[src/rtl/hppPkg.sv]
package hppPkg;
  parameter int BYTE_W = 8;

  // strobes from the control unit to the datapath, each one cycle wide
  typedef struct packed {
    logic ldCmdIn;
    logic ldDataIn;
    logic clrCmdOut;
    logic clrDataOut;
    logic setOvf;
  } hppStrobe_t;
endpackage

[src/rtl/hppCtrl.sv]
module hppCtrl
  import hppPkg::*;
#(
  parameter int SYNC_STAGES = 2
) (
  input  logic       clk,
  input  logic       rstN,
  input  logic       csN,
  input  logic       wrN,
  input  logic       rdN,
  input  logic       cmdDataSel,
  input  logic       modeSel,
  input  logic       cmdInFull,
  input  logic       dataInFull,
  input  logic       cmdInTake,
  input  logic       dataInTake,
  output hppStrobe_t strobe
);
  // bit order of the synchronised control vector
  localparam int CTL_W  = 4;
  localparam int IDX_CS = 0;
  localparam int IDX_WR = 1;
  localparam int IDX_RD = 2;
  localparam int IDX_SL = 3;

  logic [CTL_W-1:0] ctlRaw;
  logic [CTL_W-1:0] ctlSync [SYNC_STAGES];
  logic [CTL_W-1:0] ctlDly;
  logic [CTL_W-1:0] ctlNow;

  assign ctlRaw = {cmdDataSel, rdN, wrN, csN};

  // idle pins: strobes and select high, data select low
  localparam logic [CTL_W-1:0] CTL_IDLE = 4'b0111;

  genvar g;
  generate
    for (g = 0; g < SYNC_STAGES; g++) begin : gSync
      always_ff @(posedge clk or negedge rstN) begin
        if (!rstN) ctlSync[g] <= CTL_IDLE;
        else if (g == 0) ctlSync[g] <= ctlRaw;
        else ctlSync[g] <= ctlSync[(g == 0) ? 0 : g-1];
      end
    end
  endgenerate

  assign ctlNow = ctlSync[SYNC_STAGES-1];

  always_ff @(posedge clk or negedge rstN) begin
    if (!rstN) ctlDly <= CTL_IDLE;
    else ctlDly <= ctlNow;
  end

  logic selected;
  logic wrRise;
  logic rdRise;
  logic wantCmd;
  logic wantData;
  logic cmdRoom;
  logic dataRoom;

  // chip select and data select are taken from the stage where the strobe was still low
  assign selected = ~ctlDly[IDX_CS] & ~modeSel;
  assign wrRise   = ctlNow[IDX_WR] & ~ctlDly[IDX_WR] & selected;
  assign rdRise   = ctlNow[IDX_RD] & ~ctlDly[IDX_RD] & selected;
  assign wantCmd  = wrRise & ~ctlDly[IDX_SL];
  assign wantData = wrRise &  ctlDly[IDX_SL];
  assign cmdRoom  = ~cmdInFull  | cmdInTake;
  assign dataRoom = ~dataInFull | dataInTake;

  always_comb begin
    strobe            = '0;
    strobe.ldCmdIn    = wantCmd & cmdRoom;
    strobe.ldDataIn   = wantData & dataRoom;
    strobe.setOvf     = (wantCmd & ~cmdRoom) | (wantData & ~dataRoom);
    strobe.clrCmdOut  = rdRise & ~ctlDly[IDX_SL];
    strobe.clrDataOut = rdRise &  ctlDly[IDX_SL];
  end
endmodule

[src/rtl/hppDatapath.sv]
module hppDatapath
  import hppPkg::*;
#(
  parameter int DATA_W      = BYTE_W,
  parameter int SYNC_STAGES = 2
) (
  input  logic              clk,
  input  logic              rstN,
  input  hppStrobe_t        strobe,
  input  logic [DATA_W-1:0] busIn,
  input  logic              csN,
  input  logic              rdN,
  input  logic              cmdDataSel,
  input  logic              modeSel,
  output logic [DATA_W-1:0] busOut,
  output logic              busOe,
  input  logic              cmdInReady,
  input  logic              dataInReady,
  input  logic              cmdOutValid,
  input  logic [DATA_W-1:0] cmdOutData,
  input  logic              dataOutValid,
  input  logic [DATA_W-1:0] dataOutData,
  output logic              cmdInFull,
  output logic              dataInFull,
  output logic [DATA_W-1:0] cmdInByte,
  output logic [DATA_W-1:0] dataInByte,
  output logic              cmdOutFull,
  output logic              dataOutFull,
  output logic              ovfFlag
);
  // the bus is delayed one stage more than the strobes reach the edge detector
  localparam int BUS_STAGES = SYNC_STAGES + 1;

  logic [DATA_W-1:0] busPipe [BUS_STAGES];

  genvar g;
  generate
    for (g = 0; g < BUS_STAGES; g++) begin : gBus
      always_ff @(posedge clk or negedge rstN) begin
        if (!rstN) busPipe[g] <= '0;
        else if (g == 0) busPipe[g] <= busIn;
        else busPipe[g] <= busPipe[(g == 0) ? 0 : g-1];
      end
    end
  endgenerate

  logic [DATA_W-1:0] busHeld;
  assign busHeld = busPipe[BUS_STAGES-1];

  logic [DATA_W-1:0] cmdOutByte;
  logic [DATA_W-1:0] dataOutByte;

  // inbound registers
  always_ff @(posedge clk or negedge rstN) begin
    if (!rstN) begin
      cmdInFull  <= 1'b0;
      cmdInByte  <= '0;
      dataInFull <= 1'b0;
      dataInByte <= '0;
    end else begin
      if (strobe.ldCmdIn) begin
        cmdInFull <= 1'b1;
        cmdInByte <= busHeld;
      end else if (cmdInReady) begin
        cmdInFull <= 1'b0;
      end
      if (strobe.ldDataIn) begin
        dataInFull <= 1'b1;
        dataInByte <= busHeld;
      end else if (dataInReady) begin
        dataInFull <= 1'b0;
      end
    end
  end

  // outbound registers
  always_ff @(posedge clk or negedge rstN) begin
    if (!rstN) begin
      cmdOutFull  <= 1'b0;
      cmdOutByte  <= '0;
      dataOutFull <= 1'b0;
      dataOutByte <= '0;
    end else begin
      if (cmdOutValid && !cmdOutFull) begin
        cmdOutFull <= 1'b1;
        cmdOutByte <= cmdOutData;
      end else if (strobe.clrCmdOut) begin
        cmdOutFull <= 1'b0;
      end
      if (dataOutValid && !dataOutFull) begin
        dataOutFull <= 1'b1;
        dataOutByte <= dataOutData;
      end else if (strobe.clrDataOut) begin
        dataOutFull <= 1'b0;
      end
    end
  end

  always_ff @(posedge clk or negedge rstN) begin
    if (!rstN) ovfFlag <= 1'b0;
    else if (strobe.setOvf) ovfFlag <= 1'b1;
  end

  // the pad turns around straight from the pins
  assign busOe  = ~csN & ~rdN & ~modeSel;
  assign busOut = cmdDataSel ? dataOutByte : cmdOutByte;
endmodule

[src/rtl/hppTop.sv]
module hppTop
  import hppPkg::*;
#(
  parameter int DATA_W      = BYTE_W,
  parameter int SYNC_STAGES = 2
) (
  input  logic              clk,
  input  logic              rstN,
  input  logic [DATA_W-1:0] busIn,
  output logic [DATA_W-1:0] busOut,
  output logic              busOe,
  input  logic              csN,
  input  logic              wrN,
  input  logic              rdN,
  input  logic              cmdDataSel,
  input  logic              modeSel,
  output logic              reqN,
  output logic              rdyN,
  output logic              cmdInValid,
  output logic [DATA_W-1:0] cmdInData,
  input  logic              cmdInReady,
  output logic              dataInValid,
  output logic [DATA_W-1:0] dataInData,
  input  logic              dataInReady,
  input  logic              cmdOutValid,
  input  logic [DATA_W-1:0] cmdOutData,
  output logic              cmdOutReady,
  input  logic              dataOutValid,
  input  logic [DATA_W-1:0] dataOutData,
  output logic              dataOutReady,
  output logic              overflow
);
  hppStrobe_t strobe;
  logic cmdInFull, dataInFull, cmdOutFull, dataOutFull;

  hppCtrl #(.SYNC_STAGES(SYNC_STAGES)) uCtrl (
    .clk        (clk),
    .rstN       (rstN),
    .csN        (csN),
    .wrN        (wrN),
    .rdN        (rdN),
    .cmdDataSel (cmdDataSel),
    .modeSel    (modeSel),
    .cmdInFull  (cmdInFull),
    .dataInFull (dataInFull),
    .cmdInTake  (cmdInReady),
    .dataInTake (dataInReady),
    .strobe     (strobe)
  );

  hppDatapath #(.DATA_W(DATA_W), .SYNC_STAGES(SYNC_STAGES)) uDp (
    .clk          (clk),
    .rstN         (rstN),
    .strobe       (strobe),
    .busIn        (busIn),
    .csN          (csN),
    .rdN          (rdN),
    .cmdDataSel   (cmdDataSel),
    .modeSel      (modeSel),
    .busOut       (busOut),
    .busOe        (busOe),
    .cmdInReady   (cmdInReady),
    .dataInReady  (dataInReady),
    .cmdOutValid  (cmdOutValid),
    .cmdOutData   (cmdOutData),
    .dataOutValid (dataOutValid),
    .dataOutData  (dataOutData),
    .cmdInFull    (cmdInFull),
    .dataInFull   (dataInFull),
    .cmdInByte    (cmdInData),
    .dataInByte   (dataInData),
    .cmdOutFull   (cmdOutFull),
    .dataOutFull  (dataOutFull),
    .ovfFlag      (overflow)
  );

  assign cmdInValid   = cmdInFull;
  assign dataInValid  = dataInFull;
  assign cmdOutReady  = ~cmdOutFull;
  assign dataOutReady = ~dataOutFull;
  assign reqN         = ~cmdOutFull;
  assign rdyN         = dataInFull;
endmodule

[config.mk]
export PLATFORM = sky130hd
export DESIGN_NAME = hppTop
export DESIGN_NICKNAME = d
export VERILOG_FILES = /design/src/rtl/hppPkg.sv /design/src/rtl/hppCtrl.sv /design/src/rtl/hppDatapath.sv /design/src/rtl/hppTop.sv
export SDC_FILE = /design/constraint.sdc
export NUM_CORES = 1
export LEC_CHECK = 0
export BUFFER_PORTS_ARGS = -buffer_cell sky130_fd_sc_hd__buf_4
export CAP_MARGIN = 10
export CORE_MARGIN = 10
export CORE_UTILIZATION = 44
export CTS_CLUSTER_SIZE = 14
export DETAILED_ROUTE_END_ITERATION = 8
export PLACE_DENSITY_LB_ADDON = 0.1
export SLEW_MARGIN = 10
export SYNTH_ARGS = -nofsm -noshare
export SYNTH_HDL_FRONTEND = slang
export SYNTH_SLANG_ARGS = --single-unit
export TNS_END_PERCENT = 100
[constraint.sdc]
create_clock -name clk -period 3.1 [get_ports clk]
set_input_delay 0.465 -clock clk [delete_from_list [all_inputs] [get_ports clk]]
set_output_delay 0.465 -clock clk [all_outputs]
set_load 0.02 [all_outputs]
# --- Word level (Yosys, flattened, before mapping) ---
# Index checks and enable logic that the tools add are counted.
word_totals:
  output_inout_bits: 32
  ff_bits: 73
  wordCells: 63
classes:
  n_reduce_logical: 8
  bitwise_logic: 31
  mux: 9
op_table:
  columns: ["op", "n"]
  rows:
  - ["bitwise AND 1 bit", 15]
  - ["inverter 1 bit", 13]
  - ["two-way mux 1 bit", 8]
  - ["two-way mux 8 bit", 1]
  - ["nonzero test 2 bit", 4]
  - ["bitwise OR 1 bit", 3]
  - ["logical AND 1 bit", 2]
  - ["logical NOT 1 bit", 2]

# --- Depth between registers and ports, before layout ---
# Gate-level depths: netlist (run 1).
depth:
  word_depth: 6
  depth_mapped: 4

# --- Modules after synthesis ---
# A second synthesis (run 1) with hierarchy kept.
unflattened:
  cells_unflattened: 146
  hier_area_um2: 2567.5
by_module_without_submodules:
  columns: ["module", "instances", "seq_area_each_um2", "cells_per_inst", "area_per_inst_um2"]
  rows:
  - ["hppDatapath", 1, 1526.5, 118, 2143.3]
  - ["hppCtrl", 1, 311.5, 24, 401.6]
  - ["hppTop", 1, 0.0, 4, 22.5]

# --- Least setup slack after synthesis (run 1) ---
# No wires, ideal clock.
synth_timing:
  path_kind: "input to output"
  from: "input cmdDataSel"
  to: "output busOut[0]"
  arrival_ns: 1.156
  path_slack_ns: 1.479
  path_stages: 2
  required_time_ns: 2.635
  n_path_buf: 1
  path_cell_list: "clkbuf_1 -> mux2_2"
synth_between:
  elab_chain_cells: 1
synth_rtl:
  columns: ["item", "line", "source"]
  rows:
  - ["start: declaration", "hppTop.sv:15", "input logic cmdDataSel,"]
  - ["two-way mux 8 bit", "hppDatapath.sv:106", "assign busOut = cmdDataSel ? dataOutByte : cmdOutByte;"]
  - ["end: declaration", "hppTop.sv:10", "output logic [DATA_W-1:0] busOut,"]
# Every way passes these cells.

# --- Worst setup path in the final report (run 1) ---
layout_timing:
  from: "register uCtrl.ctlSync (netlist bit uCtrl.ctlNow[1])"
  to: "register uDp.cmdInByte[5]"
layout_between:
  elab_chain_cells: 4
layout_rtl:
  columns: ["item", "line", "source"]
  rows:
  - ["start: declaration", "hppCtrl.sv:27", "logic [CTL_W-1:0] ctlSync [SYNC_STAGES];"]
  - ["start signal: indexed assignment", "hppCtrl.sv:41", "else if (g == 0) ctlSync[g] <= ctlRaw;"]
  - ["start signal: indexed assignment", "hppCtrl.sv:42", "else ctlSync[g] <= ctlSync[(g == 0) ? 0 : g-1];"]
  - ["bitwise AND 1 bit (2 in a row)", "hppCtrl.sv:64", "assign wrRise = ctlNow[IDX_WR] & ~ctlDly[IDX_WR] & selected;"]
  - ["bitwise AND 1 bit", "hppCtrl.sv:66", "assign wantCmd = wrRise & ~ctlDly[IDX_SL];"]
  - ["bitwise AND 1 bit", "hppCtrl.sv:73", "strobe.ldCmdIn = wantCmd & cmdRoom;"]
  - ["end signal: assignment", "hppDatapath.sv:63", "cmdInByte <= busHeld;"]
  - ["end: declaration", "hppDatapath.sv:25", "output logic [DATA_W-1:0] cmdInByte,"]
# Every way passes these cells.
# A chain may end at the register's enable or synchronous reset.

==> results of run 1 <==
## cells by family after synthesis
| family | after synthesis | share of synthesized area |
|---|---|---|
| mux | 41 | 0.186 |
| buf+inv | 9 | 0.0197 |
| simple gates | 15 | 0.0415 |
| flops | 73 | 0.744 |
| compound gates | 3 | 0.00861 |
## worst max path at each step
stage                     depth (start not counted)                           end
after floorplan                                   2                     busOut[0]
after global placement                            4  uDp.cmdInByte[7]$_DFFE_PN0P_
after CTS                                         3  uDp.cmdInByte[6]$_DFFE_PN0P_
after global routing                              3  uDp.cmdInByte[3]$_DFFE_PN0P_
after detailed placement                          4  uDp.cmdInByte[6]$_DFFE_PN0P_
final                                             3  uDp.cmdInByte[5]$_DFFE_PN0P_
## area by class of cell
| type | count | area share |
|---|---|---|
| sequential | 73 | 0.574 |
| clock buffer | 13 | 0.0528 |
| clock inverter | 2 | 0.00391 |
| inverter | 3 | 0.00352 |
| multi-input combinational | 59 | 0.183 |
| tap | 72 | 0.0281 |
| timing repair buffer | 66 | 0.155 |
## layout by cell type (no fill, tap or decap), drive strengths merged
cell type  netlist  layout
clkinvlp         0       1
nor3             1       1
a31oi            2       2
dfstp            9       9
mux2            40      40
clkbuf           3      13
nor2             2       2
a21o             1       1
nand2            4       4
clkinv           0       1
dfrtp           64      64
nor4b            2       2
nand2b           2       2
and3             1       1
buf              3      66
nor2b            2       2
inv              3       3
mux2i            1       1
nand3            1       1
## flip-flops by register name, summed over array words and instances (netlist names)
| register | count |
|---|---|
| uCtrl.ctlNow | 4 |
| uDp.ovfFlag | 1 |
| uDp.dataInByte | 8 |
| uDp.dataOutFull | 1 |
| uDp.cmdInFull | 1 |
| uDp.dataInFull | 1 |
| uCtrl.ctlSync | 4 |
| uDp.busHeld | 8 |
| uDp.dataOutByte | 8 |
| uCtrl.ctlDly | 4 |
| uDp.cmdInByte | 8 |
| uDp.cmdOutFull | 1 |
| uDp.busPipe | 16 |
| uDp.cmdOutByte | 8 |
## per-stage QoR
step                      cell area, µm²   util  cells  setup slack [ns]
after floorplan                     2470      -    141              1.48
after global placement              3020  0.552    273              1.26
after detailed placement            3020  0.552    273              1.23
after CTS                           3200  0.585    288              1.37
after global routing                3200  0.585    288              1.31
final                               3200  0.585    288              1.40
## power by group through the flow
stage	Sequential, W	Clock (W)	Combinational (W)
6_report	0.00117	0.000657	0.000475
5_1_grt	0.00119	0.000718	0.000513
4_1_cts	0.00117	0.000688	0.000488
3_5_place_dp	0.00119	0	0.000486
3_3_place_gp	0.00118	0	0.000475
2_1_floorplan	0.00123	0	0.000201
## worst max-delay path, delay by kind of cell (launching register included)
family           cells  cell delay (ns)
multiplexers         1             0.36
flip-flops           1             0.53
AND/OR/NAND/NOR      2             0.70
## routing by layer
layer	track usage	vias to the layer above
met2	0.185	44
met3	0.0555	5
met4	0.0524	0
met5	0	-
met1	0.112	698
li1	-	615
==> reports/qor.csv, run 1 <==
stage,metric,value,unit
sta,setup TNS,0,ns
floorplanning,Starting Density,0.452,
sta,Final Max Tran Viols,0,
worst_setup_path,critical-path cell list,"nor4b_4, and3_2, mux2_2",
placed_design,RD Place Congestion,0.723,
routing,"antenna viol nets, final",0,
logic_synthesis,Synth Flop Type,dfrtp_1,
floorplanning,die span in x,94.9,µm
power_and_ir_drop,clock share of power,0.286,
worst_setup_path,Worst Path Arrival,1.91,ns
clock_tree,CTS Hold Bufs,0,
logic_synthesis,most numerous cell in the Yosys netlist,dfrtp_1,
logic_synthesis,Synth Instances,141,
worst_setup_path,R2R depth,3,
worst_setup_path,CP max FO,8,
sta,hold_ws,0.236,ns
power_and_ir_drop,Static Leak,1.52,nW
placed_design,Final HPWL DP,3.42,mm
global_routing,largest net degree at the start of global routing,74,
logic_synthesis,Mean Syn Cell Area,17.5,µm²
worst_setup_path,Worst R2R Setup Slack,1.40,ns
floorplanning,Die ar.,9010,µm²
cells_and_area,fill count,478,
floorplanning,Die Ht,94.9,µm
routing,Vias,1362,
routing,Initial DRT Pass Iterations,4,
logic_synthesis,"Async S/R FF share, synth",1.00,
worst_setup_path,Crit Path Class,reg -> reg,
clock_tree,post_cts resized,0,
power_and_ir_drop,cell-internal power,0.00170,W
worst_setup_path,Critical Path Source,uCtrl.ctlNow[1]$_DFF_PN1_,
global_routing,vias in the first global route,1599,
logic_synthesis,Post-Syn Nets,176,
clock_tree,Clock Latency Late Sink,0.33,ns
power_and_ir_drop,sequential power share,0.508,
sta,fin crit share,0.549,
worst_hold_path,worst hold-check path type,in -> async,
worst_setup_path,crit start category,flip-flop,
logic_synthesis,Ys Warns,0,
clock_tree,CTS HTree Levels,3,
placed_design,Port Buffers,66,
global_routing,first-pass GRT wire length,7.53,mm
power_and_ir_drop,switching share of total power,0.261,
routing,WL met3,372,µm
routing,final WL,4.65,mm
clock_tree,CTS sink count,73,
power_and_ir_drop,Combinational Power Share,0.207,
worst_setup_path,Critical Path Max Stage Delay,0.53,ns
routing,WL/cell,16.1,µm
power_and_ir_drop,pwr/cell area,719,nW/µm²
worst_setup_path,Slowest cell on crit path,dfstp_2,
run_status,status,"finished, final reports clean",
power_and_ir_drop,Max IR drop VDD,391,µV
clock_tree,clock-pin slew on the worst setup and hold paths,0.07,ns
routing,DRT iter0 DRCs,23,
clock_tree,TritonCTS Buffers,9,
logic_synthesis,sequential area share after synthesis,0.744,
global_routing,initial antenna violation count,0,
sta,final worst path period need,1.70,ns
global_routing,Total Routing Usage GR,0.110,
global_routing,total gr overflow,0,
sta,Hold Fails Final Rpt,0,
cells_and_area,area of the multi-input gates,584,µm²
routing,met2 wire len,2.46,mm
cells_and_area,share of cells above drive strength 1,0.616,
power_and_ir_drop,Final Power,0.00230,W
logic_synthesis,most instantiated cells after synthesis,"dfrtp_1, mux2_2, dfstp_2",
cells_and_area,Final nets,247,
clock_tree,postcts setup bufs,0,
clock_tree,CTS max path bufs,2,
logic_synthesis,"area leader, netlist",dfrtp_1,
sta,slew at the pin closest to its max-slew limit,0.860,ns
logic_synthesis,top-area cell type share of the netlist area,0.648,
logic_synthesis,Post-synth EDFFs,0,
clock_tree,clock root buffer,clkbuf_8,
worst_setup_path,Crit Reg-Reg Startpoint,uCtrl.ctlNow[1]$_DFF_PN1_,
sta,Setup Viol. Count Final,0,
worst_setup_path,Worst R2R End,uDp.cmdInByte[5]$_DFFE_PN0P_,
cells_and_area,Register Area,1840,µm²
cells_and_area,Area Overhead vs Synth,29.5,%
cells_and_area,antenna cells,0,
routing,wire length on met1,1.78,mm
worst_setup_path,Critical Path RT,3.31,ns
floorplanning,Core ar.,5470,µm²
logic_synthesis,Synth cell types,19,
routing,top routing layer in use,met4,
routing,vias per std cell,4.73,
floorplanning,row count,27,
flow_run,Max Cap Viol,0,
sta,Fmax,588,MHz
routing,DRC errors left,0,
worst_setup_path,Worst Setup End Kind,flip-flop,
clock_tree,CTS tree,done,
logic_synthesis,Yosys reg bits,73,
sta,Final Skew,0.00817,ns
logic_synthesis,largest cells by area after synthesis,"dfrtp_1, mux2_2, dfstp_2",
sta,RSZ-0062 raised after global routing,false,
power_and_ir_drop,P_sw,0.000600,W
logic_synthesis,Syn Std Cell Area,2470,µm²
sta,Worst slew margin,0.427,
floorplanning,I/O pins,67,
No activity file was read; power rests on OpenSTA's default activity.
==> run 2: changes to the inputs <==
Clock period 3.1 ns to 1.5 ns, I/O delays scaled along.
==> run 2 against run 1 <==
  * The flow now finishes with violations (negative setup slack)
  * Design area is 6.6% higher
  * Sequential cell count did not move
  * Clock-buffer cell count shrank 2
  * Global-route usage increased by 0.90 points
  * Die area stayed put
  * Combinational power is 120% higher
  * Total power up 110%
  * Largest power group unchanged
  * Highest routed layer unchanged
==> reports/qor.csv, run 2 (synthesized netlist as in run 1, its figures left out) <==
stage,metric,value,unit
run_status,status,finished with violations,
run_status,failing checks,negative setup slack,
routing,DRC errors left,0,
worst_setup_path,CP max FO,8,
power_and_ir_drop,Max IR drop VDD,841,µV
flow_run,Max Cap Viol,0,
floorplanning,I/O pins,67,
sta,slew at the pin closest to its max-slew limit,0.429,ns
worst_setup_path,R2R depth,3,
clock_tree,CTS HTree Levels,3,
clock_tree,Clock Latency Late Sink,0.33,ns
clock_tree,CTS sink count,73,
cells_and_area,antenna cells,0,
floorplanning,Die ar.,9010,µm²
power_and_ir_drop,Final Power,0.00479,W
placed_design,Port Buffers,66,
worst_setup_path,Levels on crit path,3,
global_routing,vias in the first global route,1660,
placed_design,Post-DP Area,3070,µm²
sta,Worst slew margin,0.714,
floorplanning,Die Ht,94.9,µm
worst_setup_path,Worst Path Arrival,1.74,ns
cells_and_area,"most common cell after layout, fill and taps aside",buf_4,
worst_setup_path,crit start category,flip-flop,
cells_and_area,Biggest register,uDp.busPipe,
worst_setup_path,Critical Path Max Stage Delay,0.53,ns
placed_design,Final HPWL DP,3.67,mm
global_routing,first-pass GRT wire length,8.10,mm
global_routing,Total Routing Usage GR,0.119,
floorplanning,Core ar.,5470,µm²
sta,Final WS setup,-0.0219,ns
sta,Final Max Tran Viols,0,
global_routing,total gr overflow,0,
clock_tree,clock-pin slew on the worst setup and hold paths,0.07,ns
sta,Setup Viol. Count Final,8,
placed_design,Setup Slack @ Placement,-0.0813,ns
worst_setup_path,Slowest cell on crit path,dfstp_2,
sta,Hold Fails Final Rpt,0,
worst_setup_path,Crit Path Class,reg -> reg,
worst_setup_path,critical-path cell list,"nor4b_4, and3_4, mux2_2",
floorplanning,row count,27,
cells_and_area,most frequent cells in the layout,"buf_4, dfrtp_1, mux2_2, dlygate4sd3_1, clkbuf_8",
clock_tree,clock root buffer,clkbuf_8,
routing,vias per std cell,4.67,
global_routing,M3 GR Usage,0.0492,
global_routing,initial antenna violation count,0,
floorplanning,Starting Density,0.452,
clock_tree,CTS tree,done,
worst_hold_path,worst hold-check path type,in -> reg,
clock_tree,CTS max path bufs,2,
sta,Final Skew,0.00474,ns
sta,RSZ-0062 raised after global routing,true,
cells_and_area,fin area,3410,µm²
routing,final WL,5.06,mm
power_and_ir_drop,Static Leak,1.61,nW
cells_and_area,Area Overhead vs Synth,38.1,%
worst_setup_path,Worst Setup End Kind,flip-flop,
worst_setup_path,"delay-heaviest family, CP",flip-flops,
global_routing,GRT busiest layer,met2,
sta,Fmax,657,MHz
routing,WL/cell,16.4,µm
placed_design,RD Place Congestion,0.749,
cells_and_area,Final nets,267,
worst_hold_path,Cells on Worst Hold Path,1,
worst_setup_path,Buf/Inv on CP,0,
global_routing,met1 Use GR,0.117,
routing,Initial DRT Pass Iterations,6,
cells_and_area,number of flip-flops under the largest register name,16,
sta,setup TNS,-0.123,ns
power_and_ir_drop,pwr/cell area,1410,nW/µm²
sta,fin crit share,1.01,
clock_tree,TritonCTS Buffers,9,
routing,DRT iter0 DRCs,5,
routing,Vias,1438,
global_routing,largest net degree at the start of global routing,42,
floorplanning,die span in x,94.9,µm
worst_setup_path,Critical Path RT,1.72,ns
sta,final worst path period need,1.52,ns
routing,"antenna viol nets, final",0,
cells_and_area,share of cells above drive strength 1,0.606,
global_routing,Global Route met2 Usage,0.208,
## run 2: worst paths after layout
check	slack (ns)	startpoint	endpoint
setup / recovery	-0.02	uCtrl.ctlNow[1]$_DFF_PN1_	uDp.cmdInByte[1]$_DFFE_PN0P_
hold / removal	0.11	cmdDataSel	uCtrl.ctlSync[7]$_DFF_PN0_
setup reg to reg	-0.02	uCtrl.ctlNow[1]$_DFF_PN1_	uDp.cmdInByte[1]$_DFFE_PN0P_
hold reg to reg	0.35	uDp.busPipe[13]$_DFF_PN0_	uDp.busHeld[5]$_DFF_PN0_
max in group asynchronous	0.58	rstN	uDp.cmdInByte[1]$_DFFE_PN0P_
min in group asynchronous	0.38	rstN	uDp.cmdOutFull$_DFFE_PN0P_
## run 2: report_power, final
part,internal (W),switching (W)
Sequential,0.00227,0.000144
Clock,0.000680,0.000672
Combinational,0.000555,0.000474
Total,0.00350,0.00129
## run 2: final cells by class
type | count | area [µm²]
timing repair buffer | 86 | 688
fill | 440 | 2060
clock inverter | 4 | 28.8
tap | 72 | 90.1
inverter | 3 | 11.3
multi-input combinational | 59 | 604
clock buffer | 11 | 151
sequential | 73 | 1840
## run 2: what timing repair did
item / CTS / global route
endpoints found under the setup margin: 16 / 17
resized for setup: 2 / 2
hold buffers: 12 / 0
buffers inserted: 0 / 3
hold endpoints to repair: 34 / 0
## run 2: worst reg2reg max path, delay by kind of cell (launching register included)
family        cells  cell delay, ns
flops             1            0.53
mux               1            0.35
simple gates      2            0.53
## run 2: metal layers
layer  vias to the layer above  wire length, µm
li1                        660                -
met1                       732             1880
met2                        40             2700
met3                         6              396
met4                         0               76
met5                         -                0
## run 2: per-stage QoR
step,utilization,instances,hold WS [ns]
final,0.623,308,0.107
after global routing,0.623,308,0.0945
after CTS,0.618,305,0.0929
after detailed placement,0.561,278,0.196
after global placement,0.561,278,0.183
after floorplan,-,141,-0.0706
==> run 3: changes to the inputs <==
Settings changed: CELL_PAD_IN_SITES_DETAIL_PLACEMENT set to 1, CELL_PAD_IN_SITES_GLOBAL_PLACEMENT set to 2, CORE_UTILIZATION 44 to 32, SETUP_SLACK_MARGIN set to 0.5, SKIP_LAST_GASP set to 1.
==> run 3 against run 2 <==
  * The flow still finishes with violations (negative setup slack)
  * Clock-buffer cell count is 1 higher
  * Die area is 29% higher
  * Register-to-register slack worse by 0.05 ns
  * Fmax is 3.3% lower
  * Critical path depth stayed put
  * Clock skew is 0.0042 ns higher
  * Combinational power is 56% higher
  * Clock power is 14% higher
  * Core utilization is 7.9 points lower
==> reports/qor.csv, run 3 (synthesized netlist as in run 1, its figures left out) <==
stage,metric,value,unit
cells_and_area,number of flip-flops under the largest register name,16,
worst_hold_path,worst hold-check path type,in -> reg,
floorplanning,Core ar.,7370,µm²
cells_and_area,Area Overhead vs Synth,62.3,%
worst_setup_path,Worst Setup End Kind,flip-flop,
worst_setup_path,crit start category,flip-flop,
worst_setup_path,Critical Path Max Stage Delay,0.53,ns
floorplanning,die span in x,108,µm
routing,Initial DRT Pass Iterations,4,
worst_setup_path,Crit Path Class,reg -> reg,
cells_and_area,Non-Filler Instances,367,
global_routing,total gr overflow,0,
routing,wire length on met1,2.35,mm
sta,Fmax,635,MHz
sta,Final Max Tran Viols,0,
clock_tree,CTS sink count,73,
run_status,status,finished with violations,
worst_setup_path,Critical Path RT,1.71,ns
power_and_ir_drop,Final Power,0.00560,W
placed_design,Final HPWL DP,4.09,mm
power_and_ir_drop,Max IR drop VDD,546,µV
flow_run,Max Cap Viol,0,
power_and_ir_drop,pwr/cell area,1400,nW/µm²
sta,hold_ws,0.116,ns
cells_and_area,"most common cell after layout, fill and taps aside",buf_4,
sta,Setup Viol. Count Final,16,
placed_design,placed cells,306,
global_routing,first-pass GRT wire length,9.37,mm
worst_setup_path,CP max FO,8,
cells_and_area,fill count,717,
cells_and_area,share of cells above drive strength 1,0.683,
routing,vias per std cell,4.26,
clock_tree,Clock Latency Late Sink,0.33,ns
sta,slew at the pin closest to its max-slew limit,0.300,ns
placed_design,RD Place Congestion,0.655,
routing,Vias,1564,
floorplanning,Starting Density,0.335,
floorplanning,Die ar.,11600,µm²
cells_and_area,fin area,4010,µm²
sta,setup TNS,-0.973,ns
routing,WL met3,442,µm
global_routing,initial antenna violation count,0,
global_routing,Total Routing Usage GR,0.105,
cells_and_area,antenna cells,0,
cells_and_area,Final nets,298,
sta,Hold Fails Final Rpt,0,
cells_and_area,most frequent cells in the layout,"buf_4, dfrtp_1, buf_6, mux2_4, dlygate4sd3_1",
worst_setup_path,Worst Path Arrival,1.79,ns
clock_tree,CTS tree,done,
floorplanning,Die Ht,108,µm
routing,top routing layer in use,met4,
worst_setup_path,Buf/Inv on CP,0,
worst_setup_path,critical-path cell list,"nor4b_4, and3_4, mux2_4",
worst_hold_path,Cells on Worst Hold Path,2,
sta,Final WS setup,-0.0741,ns
routing,WL/cell,16.5,µm
routing,met2 wire len,3.22,mm
clock_tree,CTS max path bufs,2,
worst_setup_path,Levels on crit path,3,
worst_setup_path,R2R depth,3,
floorplanning,I/O pins,67,
clock_tree,clock root buffer,clkbuf_8,
global_routing,largest net degree at the start of global routing,38,
placed_design,Port Buffers,66,
worst_setup_path,"delay-heaviest family, CP",simple AND/OR/NAND/NOR gates,
routing,DRT iter0 DRCs,44,
floorplanning,row count,31,
worst_setup_path,Slowest cell on crit path,dfstp_2,
sta,Final Skew,0.00892,ns
routing,DRC errors left,0,
power_and_ir_drop,Static Leak,1.93,nW
placed_design,Post-DP Area,3200,µm²
clock_tree,clock-pin slew on the worst setup and hold paths,0.08,ns
cells_and_area,Biggest register,uDp.busPipe,
sta,fin crit share,1.05,
sta,RSZ-0062 raised after global routing,true,
clock_tree,TritonCTS Buffers,9,
sta,Worst slew margin,0.800,
sta,final worst path period need,1.57,ns
run_status,failing checks,negative setup slack,
global_routing,vias in the first global route,1814,
clock_tree,CTS HTree Levels,3,
routing,final WL,6.07,mm
routing,"antenna viol nets, final",0,
==> run 3: routing by layer <==
| layer | track usage | up-vias |
|---|---|---|
| li1 | - | 716 |
| met1 | 0.117 | 790 |
| met2 | 0.170 | 52 |
| met3 | 0.0497 | 6 |
| met4 | 0.0401 | 0 |
| met5 | 0 | - |
==> run 3: layout make-up <==
| cell class | instances | area, µm² | area share |
|---|---|---|---|
| flip-flops and latches | 73 | 1840 | 0.459 |
| clock inverters | 4 | 51.3 | 0.0128 |
| inverters | 3 | 11.3 | 0.00281 |
| clock buffers | 12 | 155 | 0.0387 |
| well taps | 99 | 124 | 0.0309 |
| repair buffers | 117 | 1070 | 0.268 |
| multi-input cells | 59 | 756 | 0.188 |
==> run 3: power by group <==
part | internal, W | leakage [nW] | switching, W
logic | 0.00103 | 0.975 | 0.000578
clock network | 0.000860 | 0.103 | 0.000681
registers | 0.00227 | 0.855 | 0.000184
total | 0.00416 | 1.93 | 0.00144
==> run 3: timing repair <==
item / 4_1_cts / 5_1_grt
setup endpoints to repair: 69 / 69
setup buffers: 20 / 13
pin swaps: 4 / 2
hold buffers: 12 / 0
resized for setup: 53 / 10
endpoints found under the hold margin: 22 / 0
==> run 3: metrics by stage <==
step,utilization,setup slack (ns)
finish,0.544,-0.0741
global route,0.544,-0.150
CTS,0.526,-0.0753
detailed placement,0.434,-0.244
global placement,0.434,-0.193
floorplan,-,-0.0667
==> run 3: final timing paths <==
check,from,endpoint,slack (ns)
min,cmdOutData[3],uDp.cmdOutByte[3]$_DFFE_PN0P_,0.12
min reg2reg,uDp.busPipe[11]$_DFF_PN0_,uDp.busHeld[3]$_DFF_PN0_,0.35
max,uCtrl.ctlNow[1]$_DFF_PN1_,uDp.cmdInByte[6]$_DFFE_PN0P_,-0.07
max in group asynchronous,rstN,uDp.dataOutFull$_DFFE_PN0P_,0.63
max reg2reg,uCtrl.ctlNow[1]$_DFF_PN1_,uDp.cmdInByte[6]$_DFFE_PN0P_,-0.07
min in group asynchronous,rstN,uDp.busPipe[14]$_DFF_PN0_,0.33
